**src/rtl/irqx_pkg.sv**
```systemverilog
package irqx_pkg;
  localparam int unsigned REG_W = 16;

  localparam logic [REG_W-1:0] ID_WORD0 = 16'hAAAA;
  localparam logic [REG_W-1:0] ID_WORD1 = 16'h5555;
  localparam logic [REG_W-1:0] ID_WORD2 = 16'hCAFE;

  localparam int unsigned OFS_ID0  = 'h0;
  localparam int unsigned OFS_ID1  = 'h2;
  localparam int unsigned OFS_ID2  = 'h4;
  localparam int unsigned OFS_VER  = 'h6;
  localparam int unsigned OFS_STAT = 'h8;
  localparam int unsigned OFS_MASK = 'hA;
  localparam int unsigned OFS_CLR  = 'hC;

  // one status bit: clear dominates, otherwise sticky OR event
  function automatic logic stat_bit_next(logic cur, logic evt, logic clr);
    return clr ? 1'b0 : (cur | evt);
  endfunction

  function automatic logic rise_of(logic now_v, logic prev_v);
    return now_v & ~prev_v;
  endfunction

  function automatic logic [REG_W-1:0] pend_vec(logic [REG_W-1:0] stat,
                                                logic [REG_W-1:0] mask);
    return stat & ~mask;
  endfunction
endpackage

```
**src/rtl/irqx_edge_status.sv**
```systemverilog
module irqx_edge_status
  import irqx_pkg::*;
#(
  parameter int unsigned NSRC = 16
) (
  input  logic            clk,
  input  logic            rst_n,
  input  logic [NSRC-1:0] src_in,
  input  logic [NSRC-1:0] clr_bits,
  output logic [NSRC-1:0] rise_evt,
  output logic [NSRC-1:0] stat_q
);
  logic [NSRC-1:0] prev_q;

  for (genvar i = 0; i < NSRC; i++) begin : g_bit
    assign rise_evt[i] = rise_of(src_in[i], prev_q[i]);

    always_ff @(posedge clk or negedge rst_n) begin
      if (!rst_n) begin
        prev_q[i] <= 1'b0;
        stat_q[i] <= 1'b0;
      end else begin
        prev_q[i] <= src_in[i];
        stat_q[i] <= stat_bit_next(stat_q[i], rise_evt[i], clr_bits[i]);
      end
    end

    AST_CLR_FORCES_ZERO: assert property (@(posedge clk) disable iff (!rst_n)
      clr_bits[i] |=> !stat_q[i]);
    AST_CLR_BEATS_EVENT: assert property (@(posedge clk) disable iff (!rst_n)
      (clr_bits[i] && rise_evt[i]) |=> !stat_q[i]);
    AST_EDGE_SETS: assert property (@(posedge clk) disable iff (!rst_n)
      (rise_evt[i] && !clr_bits[i]) |=> stat_q[i]);
    AST_STICKY: assert property (@(posedge clk) disable iff (!rst_n)
      (stat_q[i] && !clr_bits[i]) |=> stat_q[i]);
    AST_NO_SPURIOUS_SET: assert property (@(posedge clk) disable iff (!rst_n)
      (!stat_q[i] && !rise_evt[i]) |=> !stat_q[i]);
  end
endmodule

```
**src/rtl/irqx_ctrl_regs.sv**
```systemverilog
module irqx_ctrl_regs
  import irqx_pkg::*;
#(
  parameter int unsigned AW = 4,
  parameter int unsigned DW = 16
) (
  input  logic          clk,
  input  logic          rst_n,
  input  logic [AW-1:0] addr,
  input  logic          wr_en,
  input  logic [DW-1:0] wr_data,
  output logic [DW-1:0] mask_q,
  output logic [DW-1:0] clr_q
);
  logic hit_mask;
  logic hit_clr;

  assign hit_mask = wr_en && (addr == AW'(OFS_MASK));
  assign hit_clr  = wr_en && (addr == AW'(OFS_CLR));

  always_ff @(posedge clk or negedge rst_n) begin
    if (!rst_n) begin
      mask_q <= '1;
      clr_q  <= '0;
    end else begin
      if (hit_mask) mask_q <= wr_data;
      if (hit_clr)  clr_q  <= wr_data;
    end
  end

  AST_CLR_HELD: assert property (@(posedge clk) disable iff (!rst_n)
    !hit_clr |=> $stable(clr_q));
endmodule

```
**src/rtl/irqx_read_mux.sv**
```systemverilog
module irqx_read_mux
  import irqx_pkg::*;
#(
  parameter int unsigned  AW      = 4,
  parameter int unsigned  DW      = 16,
  parameter int unsigned  NSRC    = 16,
  parameter logic [DW-1:0] VERSION = 16'h0102
) (
  input  logic            rd_en,
  input  logic [AW-1:0]   addr,
  input  logic [NSRC-1:0] stat,
  input  logic [DW-1:0]   mask,
  output logic [DW-1:0]   rd_data
);
  logic [DW-1:0] sel_word;

  always_comb begin
    sel_word = '0;
    if      (addr == AW'(OFS_ID0))  sel_word = DW'(ID_WORD0);
    else if (addr == AW'(OFS_ID1))  sel_word = DW'(ID_WORD1);
    else if (addr == AW'(OFS_ID2))  sel_word = DW'(ID_WORD2);
    else if (addr == AW'(OFS_VER))  sel_word = VERSION;
    else if (addr == AW'(OFS_STAT)) sel_word = DW'(stat);
    else if (addr == AW'(OFS_MASK)) sel_word = mask;
    // clear word is write-only, others unmapped: zero
  end

  assign rd_data = rd_en ? sel_word : '0;

  always_comb begin
    if (!rd_en) AST_IDLE_ZERO: assert (rd_data == '0);
  end
endmodule

```
**src/rtl/irqx_top.sv**
```systemverilog
module irqx_top
  import irqx_pkg::*;
#(
  parameter int unsigned   NSRC    = 16,
  parameter int unsigned   AW      = 4,
  parameter int unsigned   DW      = REG_W,
  parameter logic [DW-1:0] VERSION = 16'h0102
) (
  input  logic            clk,
  input  logic            rst_n,
  input  logic [NSRC-1:0] src_in,
  input  logic [AW-1:0]   addr,
  input  logic            wr_en,
  input  logic [DW-1:0]   wr_data,
  input  logic            rd_en,
  output logic [DW-1:0]   rd_data,
  output logic            irq_n
);
  logic [NSRC-1:0] stat_q;
  logic [NSRC-1:0] rise_evt;
  logic [DW-1:0]   mask_q;
  logic [DW-1:0]   clr_q;
  logic [REG_W-1:0] pending;

  irqx_ctrl_regs #(.AW(AW), .DW(DW)) u_ctrl (
    .clk(clk), .rst_n(rst_n), .addr(addr), .wr_en(wr_en),
    .wr_data(wr_data), .mask_q(mask_q), .clr_q(clr_q)
  );

  irqx_edge_status #(.NSRC(NSRC)) u_stat (
    .clk(clk), .rst_n(rst_n), .src_in(src_in),
    .clr_bits(clr_q[NSRC-1:0]), .rise_evt(rise_evt), .stat_q(stat_q)
  );

  irqx_read_mux #(.AW(AW), .DW(DW), .NSRC(NSRC), .VERSION(VERSION)) u_rd (
    .rd_en(rd_en), .addr(addr), .stat(stat_q), .mask(mask_q),
    .rd_data(rd_data)
  );

  assign pending = pend_vec(REG_W'(stat_q), REG_W'(mask_q[NSRC-1:0]));
  assign irq_n   = ~|pending;

  AST_MASK_READBACK: assert property (@(posedge clk) disable iff (!rst_n)
    ($past(wr_en && addr == AW'(OFS_MASK)) && !wr_en && rd_en && addr == AW'(OFS_MASK))
      |-> rd_data == $past(wr_data));
  AST_QUIET_WHEN_ALL_MASKED: assert property (@(posedge clk) disable iff (!rst_n)
    (&mask_q[NSRC-1:0]) |-> irq_n);
  AST_CLEAR_DROPS_IRQ: assert property (@(posedge clk) disable iff (!rst_n)
    (&clr_q[NSRC-1:0]) |=> irq_n);
endmodule

```
**config.mk**
```make
export PLATFORM = sky130hd
export DESIGN_NAME = irqx_top
export DESIGN_NICKNAME = d
export VERILOG_FILES = /design/src/rtl/irqx_pkg.sv /design/src/rtl/irqx_edge_status.sv /design/src/rtl/irqx_ctrl_regs.sv /design/src/rtl/irqx_read_mux.sv /design/src/rtl/irqx_top.sv
export SDC_FILE = /design/constraint.sdc
export NUM_CORES = 1
export LEC_CHECK = 0
export BUFFER_PORTS_ARGS = -buffer_cell sky130_fd_sc_hd__buf_2
export CORE_MARGIN = 3
export CORE_UTILIZATION = 55
export DETAILED_ROUTE_END_ITERATION = 10
export GPL_TIMING_DRIVEN = 1
export HOLD_SLACK_MARGIN = 0.02
export PLACE_DENSITY = 0.79
export REMOVE_ABC_BUFFERS = 1
export SKIP_CTS_REPAIR_TIMING = 1
export SLEW_MARGIN = 20
export SYNTH_ARGS = -nofsm -noshare
export SYNTH_HDL_FRONTEND = slang
export SYNTH_HIERARCHICAL = 1
export SYNTH_SLANG_ARGS = --single-unit
```
**constraint.sdc**
```tcl
create_clock -name clk -period 1.66 [get_ports clk]
set_input_delay 0.083 -clock clk [delete_from_list [all_inputs] [get_ports clk]]
set_output_delay 0.083 -clock clk [all_outputs]
set_load 0.03 [all_outputs]
```
# Word-level counts from Yosys, hierarchy flattened
# Cells that the tools add are included.
# Widths: inputs -> output; s select.
dict set report op_classes {
  n_bitwise 50
  eq_ne 6
  n_reduce_logical 5
  n_mux 23
}
# cell count
set op_table {}
lappend op_table {{$mux 16} 7}
lappend op_table {{$and 1x1->1} 16}
lappend op_table {{$and 16x16->16} 1}
lappend op_table {{$mux 1} 16}
lappend op_table {{$not 1->1} 16}
lappend op_table {{$not 16->16} 1}
lappend op_table {{$or 1x1->1} 16}
lappend op_table {{$reduce_or 16->1} 1}
lappend op_table {{$eq 4x4->1 const B} 3}
lappend op_table {{$eq 4x3->1 const B} 2}
lappend op_table {{$eq 4x2->1 const B} 1}
lappend op_table {{$logic_not 4->1} 1}
lappend op_table {{$logic_and 1x1->1} 2}
lappend op_table {{$logic_not 1->1} 1}
dict set report totals {
  reg_bits 64
  out_inout_bits 17
  in_bits 40
}

# Longest topological paths before layout
# Gate-level depths: netlist (run 1).
dict set report logic_depth {
  ltp_word 8
  depth_mapped 4
}

# By module
# The synthesis (run 1) kept the hierarchy.
# mod cells_each n_inst area_each_um2
set by_module_without_submodules {}
lappend by_module_without_submodules {irqx_ctrl_regs 69 1 1261.2}
lappend by_module_without_submodules {irqx_edge_status 64 1 1181.1}
lappend by_module_without_submodules {irqx_read_mux 72 1 410.4}
lappend by_module_without_submodules {irqx_top 21 1 137.6}

# Worst setup path before layout (run 1)
# No wires, ideal clock.
dict set report synth_path {
  path_kind {register -> output}
  from {register u_stat.stat_q[8]}
  to {output rd_data[8]}
  path_slack_ns 0.014
  path_stages_with_launch 3
  arrival_ns 1.563
  path_cell_list {dfrtp_1 -> or4b_1 -> a211oi_1}
}
dict set report synth_via {
  elab_chain_cells 6
}
# item line_no
set synth_lines {}
lappend synth_lines {{start: declaration} irqx_edge_status.sv:11} ;# output logic [NSRC-1:0] stat_q
lappend synth_lines {{start signal: indexed assignment} irqx_edge_status.sv:24} ;# stat_q[i] <= stat_bit_next(stat_q[i], rise_evt[i], clr_bits[i]);
lappend synth_lines {{$mux 16} irqx_read_mux.sv:23} ;# else if (addr == AW'(OFS_STAT)) sel_word = DW'(stat);
lappend synth_lines {{$mux 16} irqx_read_mux.sv:22} ;# else if (addr == AW'(OFS_VER)) sel_word = VERSION;
lappend synth_lines {{$mux 16} irqx_read_mux.sv:21} ;# else if (addr == AW'(OFS_ID2)) sel_word = DW'(ID_WORD2);
lappend synth_lines {{$mux 16} irqx_read_mux.sv:20} ;# else if (addr == AW'(OFS_ID1)) sel_word = DW'(ID_WORD1);
lappend synth_lines {{$mux 16} irqx_read_mux.sv:19} ;# if (addr == AW'(OFS_ID0)) sel_word = DW'(ID_WORD0);
lappend synth_lines {{$mux 16} irqx_read_mux.sv:28} ;# assign rd_data = rd_en ? sel_word : '0;
lappend synth_lines {{end: declaration} irqx_top.sv:16} ;# output logic [DW-1:0] rd_data,
# Every way passes these cells.

# Worst setup path in the final report (run 1)
dict set report layout_path {
  from {register u_ctrl.mask_q[11]}
  to {output irq_n}
}
dict set report layout_via {
  elab_chain_cells 4
}
# item line_no
set layout_lines {}
lappend layout_lines {{start: declaration} irqx_ctrl_regs.sv:12} ;# output logic [DW-1:0] mask_q,
lappend layout_lines {{start signal: assignment} irqx_ctrl_regs.sv:26} ;# if (hit_mask) mask_q <= wr_data;
lappend layout_lines {{$not 16->16} irqx_pkg.sv:27} ;# return stat & ~mask;
lappend layout_lines {{$and 16x16->16} irqx_pkg.sv:27}
lappend layout_lines {{$reduce_or 16->1} irqx_top.sv:41} ;# assign irq_n = ~|pending;
lappend layout_lines {{$logic_not 1->1} irqx_top.sv:41}
lappend layout_lines {{end: declaration} irqx_top.sv:17} ;# output logic irq_n
# Every way passes these cells.

==> flow_summary.yaml, run 1 <==
yosys:
  synth.distinct_cells: 31
  syn_inst: 226
  yosys_warnings: 6
  seq_area_frac_synth_pct: 54.2
  ys_seq_elements: 64
  synth-async-reset-ratio_pct: 100
  synth_edf_count: 0
  postSynthAreaPerCell_um2: 13.2
  synth-main-ff-cell: "dfrtp_1"
  synthesis.area_um2: 2990
global_route:
  grt_pass1_wl_um: 9690
  grtUsageTotal_pct: 20.7
  grt_pass1_vias: 1999
  antenna_found_initial: 0
  grt_max_degree: 65
  grt_overflow: 0
route:
  wl_per_cell_um: 15.9
  drt_wl_total_um: 6380
  viasPerCell: 5.10
  drtIter0Drc: 87
  firstDrtPassIters: 4
  drt_drc_violations_left: 0
  vias: 2044
  drtAntennaViolNets: 0
worst_setup_path:
  crit_path_end_kind: "primary output"
  crit_fanout: 3
  critPathKind: "flop to primary output"
  start_kind: "flop"
  startpoint: "u_ctrl/mask_q[11]$_DFFE_PN1P_"
  worstPathRequired_ns: 1.58
  regToRegSetupSlack_ns: 0.81
  rr_endpoint: "u_stat/stat_q[8]$_DFF_PN0_"
  crit_end: "irq_n"
  reg2reg_from: "u_stat/stat_q[8]$_DFF_PN0_"
  cp.arrival_ns: 1.72
  reg2reg_depth: 2
placed_design:
  pre_cts_slack_ns: 0.186
  port_buffers: 56
  place_congestion: 0.861
  place_hpwl_um: 4270
cts:
  ctsHtreeMaxLevel: 3
  clock_latency_ns: 0.34
  cts-root-buf: "clkbuf_8"
  cts.sinks: 64
  clkTransAtPathRegs_ns: 0.07
  cts_buffers: 9
  cts_tree: "yes"
  clock_path_buffers: 2
die:
  design.die.area_um2: 6360
  core_um2: 5170
  initial_utilization_pct: 57.8
  rows: 26
  die_h_um: 79.7
  ios: 57
  fp.dieW_um: 79.7
timing:
  max_slew.worst_pin.slew_ns: 0.564
  whs_ns: 0.266
  rsz0062_at_grt: "true"
  min_period_over_period_pct: 108
  finalSetupViolCount: 2
  relSlewSlack_pct: 62.3
  fmaxAchievable_mhz: 555
  fin_crit_ns: 1.80
  fin_skew_ns: 0.00853
  maxSlewViolCount: 0
  finalHoldViolations: 0
  timing.final.ws_setup_ns: -0.141
power:
  vdd_ir_drop_max_mv: 1.19
  power_uw: 4510
  p_leak_uw: 0.00190
  powerDensity_nw_per_um2: 1120
job:
  drv_cap: 0
finish:
  diodes: 0
  nNetsFinal: 367
  drive_gt1_share_pct: 48.0
  area_growth_syn_to_layout_pct: 34.4
status:
  outcome: "finished, violations left"
  violations: "setup timing"
min_path:
  min_path_type: "input pin to async pin"
## cells by family after synthesis
family	synth area share (%)
AOI/OAI and AO/OA	11.7
DFF	54.2
and+or+nand+nor	18.2
xor gates and xnor gates	0.293
buffers and inverters	2.05
muxes	13.6
## state kept, by name, indices dropped and copies added (netlist names)
| name | cells |
|---|---|
| u_stat/stat_q | 16 |
| u_stat/prev_q | 16 |
| u_ctrl/clr_q | 16 |
| u_ctrl/mask_q | 16 |
## worst max-delay path: stages (launching register included)
cell	delay [ns]
dfstp_2	0.54
nand2b_4	0.13
o2111ai_4	0.14
nor4_4	0.37
buf_6	0.19
## synth_stat cells, types with 2 or more instances
master     number  share of area [%]
dfstp_2        16                 14
o21ba_1        16                5.4
nor2b_1         2               0.42
clkbuf_1        4               0.50
nor3b_4         2                1.3
a21o_1          6                1.5
nor2_1          4               0.50
nand2_1        13                1.6
buf_6           2               0.75
nor2b_4        16                7.4
nor3_1          3               0.50
inv_1           4               0.50
o21ai_0         2               0.33
dfrtp_1        48                 40
o2111ai_1       4                1.2
a21oi_1        15                2.5
nand2b_1       20                4.2
mux2_2         36                 14
## final cells by class
type                       instances  area [um^2]
tap                               70         87.6
multi-input combinational        150         1380
clock inverter                     3         65.1
clock buffer                      12          155
timing repair buffer              97          694
fill                             337         1150
inverter                           5         18.8
sequential                        64         1620
## cells in the final DEF, fill, tap and decap left out, types with 3 or more instances in the layout
master,Yosys,layout
a21o_1,6,6
dlygate4sd3_1,0,33
buf_4,0,8
nand2b_4,0,3
buf_2,1,53
nand2b_1,20,17
clkbuf_8,0,11
mux2_2,36,36
inv_1,4,4
nor2_1,4,4
nor2b_4,16,16
nand2_1,13,13
dfstp_2,16,16
o21ba_1,16,16
dfrtp_1,48,48
nor3_1,3,3
a21oi_1,15,14
## report_power, final
group / switching (uW) / internal [uW] / leakage (uW) / total, uW
logic: 353 / 530 / 0.00104 / 883
clock network: 560 / 917 / 0.000112 / 1480
registers: 223 / 1930 / 0.000753 / 2150
## through the flow
stage / util, % / TNS [ns] / instances / cell area, um^2
global route: 77.7 / -0.269 / 401 / 4020
detailed placement: 65.4 / 0 / 352 / 3380
floorplan: - / 0 / 219 / 2950
global placement: 65.4 / 0 / 352 / 3380
CTS: 69.6 / -0.250 / 367 / 3600
finish: 77.7 / -0.171 / 401 / 4020
## layer usage
metal / vias to the layer above / GRT usage (%) / part of all wire (%)
li1: 986 / - / -
met2: 54 / 32.7 / 49
met5: - / 0 / 0
met1: 991 / 26.0 / 43
met4: 0 / 8.78 / 1.8
met3: 13 / 6.88 / 5.9
## how the worst min path moves through the flow
stage           from                           to  slack, ns  cells after the start
2_1_floorplan  rst_n  u_ctrl/clr_q[0]$_DFFE_PN0P_      -0.21                      0
3_3_place_gp   rst_n   u_stat/stat_q[4]$_DFF_PN0_       0.12                      2
3_5_place_dp   rst_n  u_ctrl/clr_q[4]$_DFFE_PN0P_       0.12                      2
4_1_cts        rst_n  u_ctrl/clr_q[5]$_DFFE_PN0P_      -0.25                      2
5_1_grt        rst_n   u_stat/prev_q[1]$_DFF_PN0_       0.32                      3
6_report       rst_n   u_stat/prev_q[1]$_DFF_PN0_       0.27                      3
(Power assumes the default switching activity.)
==> run 2, diff against run 1 <==
--- a/config.mk
+++ b/config.mk
@@ -11,7 +11,7 @@
 export DETAILED_ROUTE_END_ITERATION = 10
 export GPL_TIMING_DRIVEN = 1
 export HOLD_SLACK_MARGIN = 0.02
-export PLACE_DENSITY = 0.79
+export PLACE_DENSITY = 0.8
 export REMOVE_ABC_BUFFERS = 1
 export SKIP_CTS_REPAIR_TIMING = 1
 export SLEW_MARGIN = 20
==> constraint.sdc (replaced) <==
create_clock -name clk -period 2.2 [get_ports clk]
set_input_delay 0.11 -clock clk [delete_from_list [all_inputs] [get_ports clk]]
set_output_delay 0.11 -clock clk [all_outputs]
set_load 0.03 [all_outputs]
==> flow_summary.yaml, run 2 (same netlist as run 1, synthesis figures left out) <==
power:
  clock_power_share_pct: 30.6
  sw_frac_of_total_pct: 25.5
  switchingPower_uw: 805
  powerDensity_nw_per_um2: 835
  vdd_ir_drop_max_mv: 0.924
  p_leak_uw: 0.00181
  p_int_uw: 2350
  p_seq_share_pct: 51.1
  p_comb_share_pct: 18.3
min_path:
  min_to: "u_ctrl/mask_q[11]$_DFFE_PN1P_"
  min_path_type: "input pin to flop"
  hold_path_depth: 2
  hp-start: "wr_data[11]"
global_route:
  grt_overflow: 0
  antenna_found_initial: 0
  grt_pass1_vias: 1884
  grt_max_degree: 40
  grt_pass1_wl_um: 9380
  grtUsageTotal_pct: 20.0
route:
  drt_drc_violations_left: 0
  viasPerCell: 5.13
  firstDrtPassIters: 4
  drtIter0Drc: 52
  wl_per_cell_um: 15.2
  drtAntennaViolNets: 0
  drt_wl_total_um: 5920
  vias: 1990
finish:
  final_common_cell: "buf_2"
  area_growth_syn_to_layout_pct: 26.3
  drive_gt1_share_pct: 46.5
  final_area_um2: 3780
  nNetsFinal: 353
  nFillCells: 368
  diodes: 0
  layout_common_cells: "buf_2 (56), dfrtp_1 (48), mux2_2 (36)"
placed_design:
  place_congestion: 0.796
  place_area_um2: 3370
  place_hpwl_um: 4090
  pre_cts_slack_ns: 0.574
  port_buffers: 56
die:
  die_h_um: 79.7
  fp.dieW_um: 79.7
  core_um2: 5170
  ios: 57
  rows: 26
  initial_utilization_pct: 57.8
  design.die.area_um2: 6360
worst_setup_path:
  cp.arrival_ns: 1.73
  reg2reg_from: "u_ctrl/clr_q[3]$_DFFE_PN0P_"
  start_kind: "flop"
  crit_path_end_kind: "primary output"
  crit_fanout: 3
  cpPeakStageDelay_ns: 0.54
  rr_endpoint: "u_ctrl/clr_q[3]$_DFFE_PN0P_"
  critPathKind: "flop to primary output"
  worstPathRequired_ns: 2.09
  path_cells: "nand2b_1 > o2111ai_1 > nor4_2 > buf_2"
  regToRegSetupSlack_ns: 1.42
  cp_slowest_cell: "dfstp_2"
  reg2reg_depth: 1
timing:
  setup_tns_ns: 0
  min_period_over_period_pct: 83.8
  max_slew.worst_pin.slew_ns: 0.597
  maxSlewViolCount: 0
  fin_skew_ns: 0.00483
  fin_crit_ns: 1.84
  timing.final.ws_setup_ns: 0.355
  relSlewSlack_pct: 60.2
  finalHoldViolations: 0
  fmaxAchievable_mhz: 542
  finalSetupViolCount: 0
  rsz0062_at_grt: "false"
cts:
  cts-root-buf: "clkbuf_8"
  clock_latency_ns: 0.34
  clkTransAtPathRegs_ns: 0.06
  ctsHtreeMaxLevel: 3
  cts_buffers: 9
  clock_path_buffers: 2
  cts_tree: "yes"
  cts.sinks: 64
job:
  drv_cap: 0
status:
  outcome: "complete, no violations"
[run 2: final cells by class]
class / count / area (um^2) / area share (%)
Tap cell: 70 / 87.6 / 2.32
Clock inverter: 4 / 45.0 / 1.19
Sequential cell: 64 / 1620 / 42.9
Clock buffer: 12 / 145 / 3.84
Timing Repair Buffer: 83 / 551 / 14.6
Multi-Input combinational cell: 150 / 1310 / 34.6
Inverter: 5 / 18.8 / 0.497
[run 2: power by group through the flow]
stage	logic [uW]	clock network (uW)	registers (uW)
final	578	965	1610
after CTS	554	996	1610
after floorplan	403	0	1570
after global placement	532	0	1620
after global routing	635	1040	1650
after detailed placement	550	0	1630
[run 2: layer usage]
layer	wire [um]	global-route usage, %	part of all wire, %	up-vias
met1	2680	25.3	45	983
li1	-	-	-	957
met2	2870	32.4	48	43
met3	283	5.64	4.8	7
met4	86	8.11	1.5	0
met5	0	0	0	-
[run 2: stage by stage]
stage	utilization, %	instances	power, uW	hold WS [ns]
6_report	73.0	388	3150	0.0224
5_1_grt	73.0	388	3320	0.0203
4_1_cts	68.7	366	3160	-0.228
3_5_place_dp	65.1	350	2180	0.140
3_3_place_gp	65.1	350	2150	0.142
2_1_floorplan	-	219	1980	-0.186
[run 2: worst max-delay path, delay by kind of cell, from the launching register on]
kind	cells	cell delay, ns
AO/OA/AOI/OAI	1	0.17
flip-flops	1	0.54
AND/OR/NAND/NOR	2	0.43
buffers and inverters	1	0.25
[run 2: how the worst max path moves through the flow]
| stage | start | end | slack, ns | cells past startpoint |
|---|---|---|---|---|
| finish | u_ctrl/mask_q[15]$_DFFE_PN1P_ | irq_n | 0.36 | 4 |
| floorplan | u_stat/stat_q[8]$_DFF_PN0_ | rd_data[8] | 0.53 | 2 |
| detailed placement | addr[3] | rd_data[8] | 0.57 | 5 |
| CTS | u_ctrl/mask_q[15]$_DFFE_PN1P_ | irq_n | 0.32 | 4 |
| global placement | addr[3] | rd_data[8] | 0.59 | 5 |
| global route | u_ctrl/mask_q[15]$_DFFE_PN1P_ | irq_n | 0.26 | 4 |
